===== src/rtl/supply_seq_pkg.sv =====
package supply_seq_pkg;
   // Flag positions inside the synchronized flag vector
   localparam int FLAG_A_BOOT = 0;
   localparam int FLAG_A_GOOD = 1;
   localparam int FLAG_B_BOOT = 2;
   localparam int FLAG_B_GOOD = 3;
   localparam int N_FLAGS     = 4;

   // Cycles needed to cover delay_ns at clk_khz, rounded up
   function automatic int delay_to_cycles(input int clk_khz, input int delay_ns);
      longint prod;
      prod = longint'(clk_khz) * longint'(delay_ns);
      return int'((prod + 64'd999999) / 64'd1000000);
   endfunction
endpackage


===== src/rtl/flag_sync.sv =====
module flag_sync #(
   parameter int WIDTH  = 4,
   parameter int STAGES = 2
) (
   input  logic             clk,
   input  logic             rst_n,
   input  logic [WIDTH-1:0] d_async,
   output logic [WIDTH-1:0] q_sync
);
   initial begin
      assert (STAGES >= 2) else $error("flag_sync: STAGES must be at least 2");
      assert (WIDTH >= 1) else $error("flag_sync: WIDTH must be at least 1");
   end

   logic [WIDTH-1:0] stage_q [STAGES];

   for (genvar s = 0; s < STAGES; s++) begin : g_stage
      if (s == 0) begin : g_first
         always_ff @(posedge clk or negedge rst_n) begin
            if (!rst_n) stage_q[0] <= '0;
            else        stage_q[0] <= d_async;
         end
      end else begin : g_next
         always_ff @(posedge clk or negedge rst_n) begin
            if (!rst_n) stage_q[s] <= '0;
            else        stage_q[s] <= stage_q[s-1];
         end
      end
   end

   assign q_sync = stage_q[STAGES-1];
endmodule


===== src/rtl/qual_timer.sv =====
module qual_timer #(
   parameter int DELAY_CYCLES = 4000
) (
   input  logic clk,
   input  logic rst_n,
   input  logic run,
   output logic expired
);
   initial begin
      assert (DELAY_CYCLES >= 0) else $error("qual_timer: negative delay");
   end

   if (DELAY_CYCLES == 0) begin : g_nodelay
      assign expired = run;
   end else begin : g_count
      localparam int CW = $clog2(DELAY_CYCLES + 1);
      localparam logic [CW-1:0] LIMIT = CW'(DELAY_CYCLES);

      logic [CW-1:0] cnt_q;

      always_ff @(posedge clk or negedge rst_n) begin
         if (!rst_n)              cnt_q <= '0;
         else if (!run)           cnt_q <= '0;
         else if (cnt_q != LIMIT) cnt_q <= cnt_q + 1'b1;
      end

      assign expired = run && (cnt_q == LIMIT);

      // a low run input clears the count on the next edge
      assert_restart_on_drop_R3: assert property (@(posedge clk) disable iff (!rst_n)
         !run |=> cnt_q == '0);

      // the count advances by exactly one per qualifying edge
      assert_count_step_R2: assert property (@(posedge clk) disable iff (!rst_n)
         (run && cnt_q != LIMIT) |=> cnt_q == $past(cnt_q) + 1'b1);

      // the count never runs past its limit
      assert_count_bound_R2: assert property (@(posedge clk) disable iff (!rst_n)
         cnt_q <= LIMIT);
   end
endmodule


===== src/rtl/line_gate.sv =====
module line_gate #(
   parameter int N_LINES = 2
) (
   input  logic               en,
   input  logic [N_LINES-1:0] req,
   output logic [N_LINES-1:0] pull
);
   initial begin
      assert (N_LINES >= 1) else $error("line_gate: N_LINES must be at least 1");
   end

   for (genvar i = 0; i < N_LINES; i++) begin : g_line
      assign pull[i] = req[i] & en;
   end
endmodule


===== src/rtl/supply_seq_gate.sv =====
module supply_seq_gate
   import supply_seq_pkg::*;
#(
   parameter int CLK_KHZ     = 100000,
   parameter int DELAY_NS    = 40000,
   parameter int SYNC_STAGES = 2,
   parameter int N_LINES     = 2
) (
   input  logic               clk,
   input  logic               rst_n,
   input  logic               sa_boot,
   input  logic               sa_good,
   input  logic               sb_boot,
   input  logic               sb_good,
   input  logic [N_LINES-1:0] line_req,
   output logic               chan_en,
   output logic [N_LINES-1:0] line_pull
);
   localparam int DELAY_CYCLES = delay_to_cycles(CLK_KHZ, DELAY_NS);

   initial begin
      assert (CLK_KHZ > 0) else $error("supply_seq_gate: CLK_KHZ must be positive");
      assert (DELAY_NS >= 0) else $error("supply_seq_gate: DELAY_NS must not be negative");
   end

   logic [N_FLAGS-1:0] raw_flags;
   logic [N_FLAGS-1:0] syn_flags;
   logic               both_boot;
   logic               both_good;
   logic               delay_done;

   always_comb begin
      raw_flags              = '0;
      raw_flags[FLAG_A_BOOT] = sa_boot;
      raw_flags[FLAG_A_GOOD] = sa_good;
      raw_flags[FLAG_B_BOOT] = sb_boot;
      raw_flags[FLAG_B_GOOD] = sb_good;
   end

   flag_sync #(.WIDTH(N_FLAGS), .STAGES(SYNC_STAGES)) u_sync (
      .clk     (clk),
      .rst_n   (rst_n),
      .d_async (raw_flags),
      .q_sync  (syn_flags)
   );

   assign both_boot = syn_flags[FLAG_A_BOOT] & syn_flags[FLAG_B_BOOT];
   assign both_good = syn_flags[FLAG_A_GOOD] & syn_flags[FLAG_B_GOOD];

   qual_timer #(.DELAY_CYCLES(DELAY_CYCLES)) u_timer (
      .clk     (clk),
      .rst_n   (rst_n),
      .run     (both_boot),
      .expired (delay_done)
   );

   assign chan_en = delay_done & both_good;

   line_gate #(.N_LINES(N_LINES)) u_gate (
      .en   (chan_en),
      .req  (line_req),
      .pull (line_pull)
   );

   // enable is only seen once the timer reports expiry
   assert_en_needs_delay_R2: assert property (@(posedge clk) disable iff (!rst_n)
      chan_en |-> delay_done);

   // enable never coexists with a missing valid flag
   assert_en_needs_good_R4: assert property (@(posedge clk) disable iff (!rst_n)
      chan_en |-> (syn_flags[FLAG_A_GOOD] && syn_flags[FLAG_B_GOOD]));

   // the gated lines stay released while disabled
   assert_released_when_off_R7: assert property (@(posedge clk) disable iff (!rst_n)
      !chan_en |-> line_pull == '0);

   // a startup flag seen low drops the enable in the same cycle
   assert_drop_on_boot_loss_R6: assert property (@(posedge clk) disable iff (!rst_n)
      !both_boot |-> !chan_en);
endmodule


===== config.mk =====
export PLATFORM = sky130hd
export DESIGN_NAME = supply_seq_gate
export DESIGN_NICKNAME = d
export VERILOG_FILES = /design/src/rtl/supply_seq_pkg.sv /design/src/rtl/flag_sync.sv /design/src/rtl/qual_timer.sv /design/src/rtl/line_gate.sv /design/src/rtl/supply_seq_gate.sv
export SDC_FILE = /design/constraint.sdc
export NUM_CORES = 1
export LEC_CHECK = 0
export ABC_AREA = 1
export BUFFER_PORTS_ARGS = -buffer_cell sky130_fd_sc_hd__buf_4
export CAP_MARGIN = 20
export CORE_UTILIZATION = 54
export CTS_BUF_LIST = sky130_fd_sc_hd__clkbuf_4 sky130_fd_sc_hd__clkbuf_8
export DETAILED_ROUTE_END_ITERATION = 12
export PLACE_DENSITY = 0.77
export SLEW_MARGIN = 20
export SYNTH_ARGS = -nofsm -noshare
export SYNTH_HDL_FRONTEND = slang
export SYNTH_SLANG_ARGS = --single-unit

===== constraint.sdc =====
create_clock -name clk -period 1.3 [get_ports clk]
set_clock_uncertainty 0.15 [all_clocks]
set_input_delay 0 -clock clk [delete_from_list [all_inputs] [get_ports clk]]
set_output_delay 0 -clock clk [all_outputs]
set_load 0.05 [all_outputs]

==> metrics.md <==
| Metric | Value |
|---|---|
| Status | complete, but fails checks |
| Violated checks | setup timing |
| Top-area cell type share of the netlist area | 48.1% |
| EDFF count, synth | 0 |
| Pre-CTS setup slack | -0.176 ns |
| Die area | approximately 2100 um^2 |
| PnR worst setup slack | -0.472 ns |
| Max Transition Viols Final | 0 |
| Yosys reg bits | 20 |
| Max Cap Violations | 0 |
| First-pass GRT wire length | approximately 4.2 mm |
| Most common cell in the netlist | nand2_1 |
| HP Start | sa_boot |
| Unrepaired setup endpoints after global routing | yes |
| R2R cell count | 11 |
| Initial antenna violation count | 0 |
| Number of global-route vias before repair | 999 |
| 1st-iter DRT viols | 27 |
| Cell count after synthesis | ~120 |
| Clock power frac | 41.2% |
| Die width | approximately 46 um |
| Crit path kind | reg -> out |
| Number of routed nets with antenna violations | 0 |
| Worst EP arrival | 1.62 ns |
| Area leader, netlist | dfrtp_1 |
| Ranking of synthesized cells by area | dfrtp_1 (48%), nand2_1 (9.0%), inv_1 (4.7%), nor2_4 (4.3%), nand4_1 (3.6%) |
| Worst vdd ir | roughly 0.85 mV |
| Fin crit share | 136% |
| Gr usage total | between 20% and 30% |
| CP Capture Type | primary output |
| Synth cell types | 22 |
| Worst path slowest cell | dfrtp_1 |
| DRC Markers | 0 |
| Core box area | 1760 um^2 |
| Ys flop type | dfrtp_1 |
| Worst path required time | between 1 and 1.5 ns |
| Vias per inst | approximately 5.3 |
| Skew-Pair Late Insertion Delay | roughly 0.30 ns |
| Power Density | ~860 nW/um^2 |
| Sw frac | between 20% and 30% |
| CTS root buffer | clkbuf_4 |
| Leakage | 0.737 nW |
| Worst-path clk slew | around 0.12 ns |
| Reg area | 500 um^2 |
| R2R Path End | u_timer.g_count.cnt_q[1] |
| DR WL/cell | about 14 um |
| Hold path depth | 2 |
| Worst Path Max Fanout | 3 |
| Register area share after synthesis | approximately half |
| Avg Cell Area, Syn | just under 9 um^2 |
| Worst-margin pin slew | around 0.26 ns |
| Worst Setup Start Kind | flip-flop |
| DP Area | 1280 um^2 |
| Die height | about 46 um |
| First drt pass iteration count | 4 |
| Flop2flop setup slack | -0.24 ns |
| Total grt overflow | 0 |
| Largest net degree at the start of global routing | 21 |
| Finished Cell Area | approximately 1500 um^2 |
| # setup viols final | 14 |
| H-tree Lvls | 1 |
| Min-delay worst type | in -> reg |
| Cells along the critical path | inv_2, ha_4, nand2_2, clkinv_2, nand2_2, nor2_4, nand4_4, nor2_4, buf_8 |
| Top-Level Pins | 11 |
| RR Startpoint | u_timer.g_count.cnt_q[1] |
| Detailed placement HPWL | between 1.5 and 2 mm |
| Final min period | roughly 1.8 ns |
| Final hold viol count | 0 |
| Multi-input logic area | 503 um^2 |
| CP max stage delay | between 0.4 and 0.5 ns |
| Buf/Inv on CP | 3 |
| Final nets | between 150 and 200 |
| Worst slew margin | 82.8% |
| YS warnings | 0 |
| Asr flop ratio synth | 100% |
| Post-Route WL | between 2 and 3 mm |
| CP delay by family, top | simple AND/OR/NAND/NOR gates |
| Synth cell count leaders | nand2_1 (25), dfrtp_1 (20), inv_1 (13), nor2_1 (9), nand3_1 (7) |
| RePlAce Congestion | between 0.8 and 0.9 |
| Share of layout cells above drive strength 1 | a little over two fifths |
| Gate power share | approximately 7.6% |
| Synth Cell Area | just over 1000 um^2 |
| Row count | 15 |
| Area delta synth->final | 40.8% |
| Vias | between 900 and 1k |
| Number of diodes | 0 |
| Fillers | about 110 |
| Power share of the sequential group | between 50% and 60% |
| Total power | 0.00125 W |
| Mapped Nets | around 130 |
| CTS Buffer Depth | 2 |
| Net Switching | approximately 0.00026 W |
| CTS tree | yes |
| Number of port buffers | 10 |
| CTS Buf Count | 3 |
| P_int | a little under 0.001 W |
| Hold endpoint | u_sync.stage_q[4] |
| Initial Utilization | between 50% and 60% |
| Max Fclk | ~560 MHz |
| Clock sink count | 20 |
## repair_timing
item / in CTS / in global routing
buffers inserted: 3 / 4
endpoints found under the setup margin: 12 / 15
cloned: 0 / 0
pin swaps: 6 / 3
hold buffers: 6 / 0
endpoints found under the hold margin: 24 / 0
gates resized for setup: 10 / 3
## layer usage
| metal | GRT usage (%) | routed length [um] | up-vias |
|---|---|---|---|
| met5 | 0 | 0 | - |
| met4 | 10.0 | 88 | 0 |
| met3 | 5.95 | 89 | 10 |
| met2 | 52.1 | 1400 | 31 |
| met1 | 32.0 | 999 | 469 |
| li1 | - | - | 444 |
## final cells by class
cell class,instances,area share [%]
tap,25,2.14
timing repair buffer,36,21.0
clock inverter,1,2.05
sequential,20,34.2
inverter,18,4.70
clock buffer,3,1.54
multi-input combinational,77,34.4
## how the worst max path moves through the flow
stage | end | from | cells after the start | slack [ns]
floorplan | line_pull[0] | u_timer.g_count.cnt_q[0] | 8 | -0.19
global placement | line_pull[0] | u_timer.g_count.cnt_q[1] | 9 | -0.10
detailed placement | u_timer.g_count.cnt_q[4] | u_timer.g_count.cnt_q[1] | 7 | -0.18
CTS | line_pull[1] | u_timer.g_count.cnt_q[1] | 9 | -0.44
global route | line_pull[1] | u_timer.g_count.cnt_q[1] | 9 | -0.55
finish | line_pull[1] | u_timer.g_count.cnt_q[1] | 9 | -0.47
## stage by stage
stage / setup TNS, ns / hold slack (ns) / util, % / instances
floorplan: -0.534 / -0.446 / - / 117
global placement: -0.738 / -0.259 / 72.6 / 167
detailed placement: -1.38 / -0.254 / 72.6 / 167
CTS: -1.65 / 0.190 / 81.6 / 178
global route: -3.48 / 0.186 / 83.0 / 180
finish: -2.34 / 0.198 / 83.0 / 180
## cell usage in the layout, fill, tap and decap left out, types with 3 or more instances in the layout
master	n
nand4_1	6
nand2_1	21
nor2_2	3
buf_4	26
inv_2	7
o21ai_1	3
nor2_1	9
clkbuf_4	3
dfrtp_1	20
a21oi_1	6
dlygate4sd3_1	6
nand2_2	6
inv_1	10
nor2_4	6
nand3_1	7
## power by group through the flow
stage | Clock (W) | Sequential, W | Combinational [W]
after floorplan | 0 | 0.000654 | 0.0000309
after global placement | 0 | 0.000654 | 0.0000738
after detailed placement | 0 | 0.000655 | 0.0000773
after CTS | 0.000516 | 0.000642 | 0.0000938
after global routing | 0.000542 | 0.000644 | 0.000104
final | 0.000517 | 0.000643 | 0.0000949
## state kept, by name, indices dropped and copies added, names as in the netlist
signal                 count
u_sync.stage_q             4
u_sync.q_sync              4
u_timer.g_count.cnt_q     12
## cell families after synthesis
logic type               share of synthesized area [%]
AO/OA/AOI/OAI                                     5.78
adder cells (fa/ha/maj)                           2.41
buffers and inverters                             8.30
flip-flops                                        48.1
AND/OR/NAND/NOR                                   35.4
(Power assumes the default switching activity.)
